### config.mk
export PLATFORM = sky130hd
export DESIGN_NAME = shcmp_unit
export DESIGN_NICKNAME = d
export VERILOG_FILES = /design/src/rtl/sc_pkg.sv /design/src/rtl/sc_barrel.sv /design/src/rtl/sc_carry.sv /design/src/rtl/shcmp_unit.sv
export SDC_FILE = /design/constraint.sdc
export NUM_CORES = 1
export LEC_CHECK = 0
export BUFFER_PORTS_ARGS = -buffer_cell sky130_fd_sc_hd__buf_2
export CAP_MARGIN = 15
export CORE_MARGIN = 5
export CORE_UTILIZATION = 29
export DETAILED_ROUTE_END_ITERATION = 8
export MAX_ROUTING_LAYER = met4
export PLACE_DENSITY = 0.45
export SLEW_MARGIN = 20
export SYNTH_ARGS = -nofsm -noshare
export SYNTH_HDL_FRONTEND = slang
export SYNTH_HIERARCHICAL = 1
export SYNTH_SLANG_ARGS = --single-unit
### constraint.sdc
create_clock -name vclk -period 6.2
set_input_delay 1.24 -clock vclk [all_inputs]
set_output_delay 1.24 -clock vclk [all_outputs]
set_load 0.02 [all_outputs]
### src/rtl/sc_pkg.sv
package sc_pkg;
    typedef enum logic [4:0] {
        OP_SHL = 5'b10000,
        OP_ROL = 5'b10001,
        OP_SHR = 5'b10010,
        OP_SAR = 5'b10011,
        OP_INV = 5'b10100
    } sc_op_e;

    function automatic logic is_shift(input logic [4:0] op);
        return (op == OP_SHL) || (op == OP_ROL) || (op == OP_SHR) || (op == OP_SAR);
    endfunction
endpackage

### src/rtl/sc_barrel.sv
// Logarithmic shifter; LEFT selects direction, fill_ctrl picks rotate
// (left) or sign fill (right).
module sc_barrel #(
    parameter int  WIDTH = 32,
    parameter bit  LEFT  = 1'b1,
    localparam int CNT_W = $clog2(WIDTH)
) (
    input  logic [WIDTH-1:0] data_i,
    input  logic [CNT_W-1:0] cnt_i,
    input  logic             fill_ctrl_i,
    output logic [WIDTH-1:0] data_o
);
    logic [CNT_W:0][WIDTH-1:0] stage;
    logic                      sign_fill;

    assign sign_fill = fill_ctrl_i & data_i[WIDTH-1];
    assign stage[0]  = data_i;

    for (genvar gk = 0; gk < CNT_W; gk++) begin : g_stage
        localparam int SH = 1 << gk;
        if (LEFT) begin : g_left
            logic [SH-1:0] low_fill;
            assign low_fill = fill_ctrl_i ? stage[gk][WIDTH-1:WIDTH-SH] : '0;
            assign stage[gk+1] = cnt_i[gk] ? {stage[gk][WIDTH-SH-1:0], low_fill}
                                           : stage[gk];
        end else begin : g_right
            assign stage[gk+1] = cnt_i[gk] ? {{SH{sign_fill}}, stage[gk][WIDTH-1:SH]}
                                           : stage[gk];
        end
    end

    assign data_o = stage[CNT_W];
endmodule

### src/rtl/sc_carry.sv
// Selects the last bit pushed out of the word by a non-rotating shift.
module sc_carry #(
    parameter int  WIDTH = 32,
    localparam int CNT_W = $clog2(WIDTH)
) (
    input  logic [4:0]       op_i,
    input  logic [WIDTH-1:0] src_i,
    input  logic [CNT_W-1:0] cnt_i,
    output logic             cout_o
);
    import sc_pkg::*;

    localparam logic [CNT_W:0] W_EXT = (CNT_W+1)'(WIDTH);

    logic [CNT_W:0]   left_idx_ext;
    logic [CNT_W-1:0] left_idx;
    logic [CNT_W-1:0] right_idx;

    assign left_idx_ext = W_EXT - {1'b0, cnt_i};
    assign left_idx     = left_idx_ext[CNT_W-1:0];
    assign right_idx    = cnt_i - CNT_W'(1);

    always_comb begin
        cout_o = 1'b0;
        if (cnt_i != '0) begin
            case (op_i)
                OP_SHL:         cout_o = src_i[left_idx];
                OP_SHR, OP_SAR: cout_o = src_i[right_idx];
                default:        cout_o = 1'b0;
            endcase
        end
    end
endmodule

### src/rtl/shcmp_unit.sv
module shcmp_unit #(
    parameter int  WIDTH = 32,
    localparam int CNT_W = $clog2(WIDTH)
) (
    input  logic [4:0]       op_i,
    input  logic [WIDTH-1:0] src_i,
    input  logic [CNT_W-1:0] cnt_i,
    output logic [WIDTH-1:0] res_o,
    output logic             cout_o
);
    import sc_pkg::*;

    logic [WIDTH-1:0] left_res;
    logic [WIDTH-1:0] right_res;
    logic             rotate_en;
    logic             arith_en;
    logic             carry_raw;

    assign rotate_en = (op_i == OP_ROL);
    assign arith_en  = (op_i == OP_SAR);

    sc_barrel #(.WIDTH(WIDTH), .LEFT(1'b1)) u_left (
        .data_i      (src_i),
        .cnt_i       (cnt_i),
        .fill_ctrl_i (rotate_en),
        .data_o      (left_res)
    );

    sc_barrel #(.WIDTH(WIDTH), .LEFT(1'b0)) u_right (
        .data_i      (src_i),
        .cnt_i       (cnt_i),
        .fill_ctrl_i (arith_en),
        .data_o      (right_res)
    );

    sc_carry #(.WIDTH(WIDTH)) u_carry (
        .op_i   (op_i),
        .src_i  (src_i),
        .cnt_i  (cnt_i),
        .cout_o (carry_raw)
    );

    always_comb begin
        case (op_i)
            OP_SHL, OP_ROL: res_o = left_res;
            OP_SHR, OP_SAR: res_o = right_res;
            OP_INV:         res_o = ~src_i;
            default:        res_o = '0;
        endcase
    end

    assign cout_o = carry_raw;
endmodule

After elaboration in Yosys (flattened, before gate mapping)
Cells that the tools add are included.
Word-level totals
  register bits: 0
  output and inout bits: 33
  word-level logic and storage cells: 36
  input bits: 42
Cells by class
  equality and inequality tests: 5
  reductions and logical operators: 3
  add/sub/neg operators: 2
  $lt $le $gt $ge: 2
  bitwise gates (word level): 2
  multiplexer cells: 22
Operators with widths (number)
  2-to-1 mux 32 bit: 10
  one-hot mux 32 bit (3 select lines): 1
  inverter 32 bit: 1
  equality test 5 bit (second input constant): 5
  2-to-1 mux 16 bit: 1
  < comparator 5 x 6 -> 1 bit (second input constant): 2
  binary-select mux 1 bit (select 5 bit): 2
  2-to-1 mux 8 bit: 1
  nonzero test 5 bit: 1
  subtractor 1 x 5 -> 5 bit (first input constant): 1
  subtractor 5 x 1 -> 5 bit (second input constant): 1
  2-to-1 mux 1 bit: 4
  2-to-1 mux 4 bit: 1
  OR reduction 2 bit: 2
  2-to-1 mux 2 bit: 1
  one-hot mux 1 bit (2 select lines): 1
  AND 1 bit: 1

Logic depth before layout (Yosys ltp)
  depth in word-level cells: 12
  gate-level depth with buffers: 12
  gate-level depth less buffers: 10

By module
Netlist, hierarchy kept.
Modules (own cells, without submodules)
  sc_barrel at u_left: times used 1, area each 2536.2 um^2, cells an instance 302, seq. area each 0.0 um^2
  sc_barrel at u_right: times used 1, area each 2267.2 um^2, cells an instance 242, seq. area each 0.0 um^2
  shcmp_unit: times used 1, area each 845.8 um^2, cells an instance 81, seq. area each 0.0 um^2
  sc_carry: times used 1, area each 688.2 um^2, cells an instance 67, seq. area each 0.0 um^2

Worst setup path before layout
No wires, ideal clock.
  kind: input -> output
  start point: in cnt_i[0]
  end point: out cout_o
  arrival time: 3944 ps
  cell stages on the path: 9
  required time: 4960 ps
  path buffers: 2
  slack: 1016 ps
  cells stage by stage: clkbuf_1 > buf_4 > inv_1 > ha_1 > nor3b_1 > ha_1 > or4b_2 > or3_1 > o32ai_1
Between the ends
  cells in the longest elaborated chain, start to end: 5
  elaborated cells on any way between the ends: 9
  classes of those cells: 2 x add/sub; 6 x mux; 1 x reduce/logical
Ends and longest elaborated chain
  start: declaration: RTL line shcmp_unit.sv:7  | input logic [CNT_W-1:0] cnt_i,
  subtractor 5 x 1 -> 5 bit or subtractor 1 x 5 -> 5 bit (tied branches): RTL line sc_carry.sv:21, sc_carry.sv:19
  binary-select mux 1 bit (select 5 bit), on equally long branches: RTL line sc_carry.sv:28, sc_carry.sv:27
  2-to-1 mux 1 bit, on equally long branches: RTL line sc_carry.sv:28, sc_carry.sv:27
  one-hot mux 1 bit (2 select lines): RTL line sc_carry.sv:26  | case (op_i)
  2-to-1 mux 1 bit *: RTL line sc_carry.sv:25  | if (cnt_i != '0) begin
  end: declaration: RTL line shcmp_unit.sv:9  | output logic cout_o
Mark *: on every way between the ends. The rest lies on a longest branch, timed or not. The select of a mux whose other input is x is not followed.

Final worst setup path
Ends and elaborated chain as after synthesis.

==> flow_metrics.py <==
metrics = {
    "timing": {
        "rsz0062_at_grt": "no",
        "final_period_minus_worst_setup_slack_ps": 5330,
        "timing.fmax_mhz": 188,
        "timing.setup.tns_ps": 0,
        "timing_worst_slew_pin_value_ps": 902,
        "worst_slew_margin_rel_pct": 39.8,
        "fin_hold_ws_ps": 2940,
        "min_period_over_period_pct": 86.0,
        "slew_violations": 0,
        "finalHoldViolations": 0,
        "fin_ws_ps": 870,
        "setup-violations-final": 0,
    },
    "placed_design": {
        "pre_cts_ws_ps": 858,
        "post-dp-hpwl_mm": 21.5,
        "placement.io_buffers": 75,
        "globalplace.congestion": 0.962,
    },
    "clock_tree": {
        "cts.repair_timing.setup_buffer_count": 0,
        "cts_repair_resize_count": 0,
        "postCtsHoldBufs": 0,
    },
    "yosys": {
        "synth.net_count": 736,
        "synth-warning-count": 6,
        "syn-instance-count": 692,
        "number_of_distinct_library_cell_variants_in_the_gate_level_netlist_after_synthesis": 72,
        "yosys.area.top_type": "sky130_fd_sc_hd__mux4_2",
        "synth_top_area_share_pct": 28.8,
        "synth_area_leaders": "sky130_fd_sc_hd__mux4_2 (29%), sky130_fd_sc_hd__mux2i_1 (18%), sky130_fd_sc_hd__o22ai_2 (5.9%)",
        "yosysSeqAreaShare_pct": 0,
        "postSynthAreaPerCell_um2": 9.16,
        "area_of_the_mapped_netlist_mm2": 0.00634,
    },
    "worst_setup_path": {
        "critPathTopFamily": "simple AND/OR/NAND/NOR gates",
        "crit_path_end": "cout_o",
        "timing.critical_path.slowest_cell_delay_ps": 670,
        "cp.depth": 9,
        "critical_path.slowest_cell": "sky130_fd_sc_hd__or4b_2",
        "required_ps": 4960,
        "cp_data_arrival_time_ps": 4090,
        "setup.worst_path.end_class": "output port",
        "crit_path_cell_trace": "buf_6, inv_1, ha_1, nor3b_1, ha_1, or4b_2, or3_1, o32ai_1, buf_2",
        "timing.critical_path.from": "cnt_i[0]",
        "worst-path-max-fanout": 45,
        "path_buf_inv": 3,
        "worst_setup_path_start_kind": "input port",
        "worstSetupPathType": "in2out",
        "cp_common_cell": "sky130_fd_sc_hd__ha_1",
    },
    "grt": {
        "grt_pass1_vias": 6489,
        "grt-ovfl-total": 0,
        "number_of_antenna_violations_at_the_first_check_in_global_routing": 0,
        "groute.layer.met1.usage_pct": 32.1,
        "grt_start_max_net_pins": 46,
        "groute.layer.met3.usage_pct": 0.984,
        "grt_use_met2_pct": 39.8,
        "total_global_route_track_usage_pct": 24.1,
        "globalRoute.busiestLayer": "met2",
        "wire_length_of_the_first_global_routing_pass_mm": 44.0,
    },
    "final_layout": {
        "diodes": 0,
        "post_route_cells_drive_above_1_share_pct": 36.3,
        "layout.sequential_cells": 0,
        "num-clock-buffers": 0,
        "filler_cell_count": 2314,
        "areaGrowthSynthToFinish_pct": 7.56,
        "ff_latch_area_um2": 0,
        "layout.nets": 765,
        "multi_input_gate_area_in_the_final_layout_mm2": 0.00582,
        "most_common_cell_after_layout_fill_and_taps_aside": "sky130_fd_sc_hd__mux2i_1",
        "layout_common_cells": "sky130_fd_sc_hd__mux2i_1 (112), sky130_fd_sc_hd__mux4_2 (81), sky130_fd_sc_hd__buf_2 (72)",
    },
    "floorplan": {
        "dieArea_mm2": 0.0249,
        "design.core.area_mm2": 0.0217,
        "top_level_ports": 75,
        "floorplan.rows": 54,
        "floorplan.initialDensity_pct": 29.2,
        "die-height_um": 158,
        "fp.dieW_um": 158,
    },
    "drt": {
        "finalWirelength_mm": 30.2,
        "detail-route-antenna-nets": 0,
        "vias": 6733,
        "drtIter0Drc": 743,
        "wl_per_cell_um": 30.3,
        "detail_route.drc_violations": 0,
        "drt-pass1-iter-count": 5,
        "post_drt_via_cell_ratio": 6.74,
    },
    "pwr": {
        "leakagePower_nw": 2.64,
        "pwr_density_cell_mw_per_mm2": 93.0,
        "report.power.total_uw": 634,
        "power.ir.vdd_worst_v": 0.0000510,
    },
    "hold_path": {
        "hold_class": "in2out",
    },
    "run": {
        "cap_viol_max_count": 0,
    },
    "outcome": {
        "run_status": "finished, final reports clean",
    },
}
## cell families (layout without fill, tap and decap cells)
| family | after synthesis | count (layout) | share of synthesized area (%) |
|---|---|---|---|
| XOR/XNOR | 4 | 4 | 0.849 |
| multiplexers | 228 | 228 | 53.6 |
| AO/OA/AOI/OAI | 203 | 203 | 24.7 |
| buffers and inverters | 91 | 118 | 8.10 |
| adder cells (fa/ha/maj) | 2 | 2 | 0.395 |
| AND/OR/NAND/NOR | 164 | 164 | 12.3 |
## how the worst min path moves through the flow
stage	start	to	slack [ps]	cells after the start
global placement	op_i[0]	cout_o	2930	4
floorplan	src_i[0]	res_o[0]	2590	1
finish	src_i[0]	res_o[0]	2940	3
detailed placement	src_i[0]	res_o[0]	2940	3
CTS	src_i[0]	res_o[0]	2940	3
global route	src_i[0]	res_o[0]	2960	3
## tightest hold or removal path: stages
cell                      delay, ps
sky130_fd_sc_hd__buf_2          180
sky130_fd_sc_hd__o22ai_2        100
sky130_fd_sc_hd__buf_2          170
## where the power goes
part | internal [mW] | switching [mW] | leakage [nW]
sequential | 0 | 0 | 0
clock | 0 | 0 | 0
combinational | 0.256 | 0.378 | 2.64
total | 0.256 | 0.378 | 2.64
## synthesized netlist by cell type (7+ instances only)
library cell / n
sky130_fd_sc_hd__nor2_1: 41
sky130_fd_sc_hd__buf_1: 7
sky130_fd_sc_hd__o211ai_1: 7
sky130_fd_sc_hd__and2_1: 10
sky130_fd_sc_hd__clkbuf_1: 22
sky130_fd_sc_hd__nand2_1: 67
sky130_fd_sc_hd__nor3_1: 10
sky130_fd_sc_hd__buf_4: 11
sky130_fd_sc_hd__a211oi_1: 8
sky130_fd_sc_hd__o22ai_2: 30
sky130_fd_sc_hd__a22oi_1: 13
sky130_fd_sc_hd__a21oi_1: 29
sky130_fd_sc_hd__a221oi_1: 9
sky130_fd_sc_hd__o21ai_0: 39
sky130_fd_sc_hd__mux2i_1: 112
sky130_fd_sc_hd__buf_2: 20
sky130_fd_sc_hd__o22ai_1: 13
sky130_fd_sc_hd__mux2_2: 31
sky130_fd_sc_hd__inv_1: 13
sky130_fd_sc_hd__mux4_2: 81
sky130_fd_sc_hd__buf_6: 11
## metal layers
metal	part of all wire (%)	vias to the layer above
li1	-	2860
met1	41	3455
met2	48	354
met3	6.1	64
met4	4.2	0
met5	0	-
## metrics by stage
step | util (%) | cells | cell area [um2]
floorplan | - | 692 | 6340
global placement | 31.4 | 999 | 6820
detailed placement | 31.4 | 999 | 6820
CTS | 31.4 | 999 | 6820
global route | 31.4 | 999 | 6820
finish | 31.4 | 999 | 6820
## final cells by class
type,count,share of cell area (%)
multi-input combinational,601,85.4
timing repair buffer,100,8.43
inverter,18,0.991
tap,280,5.14
(Power assumes the default switching activity.)
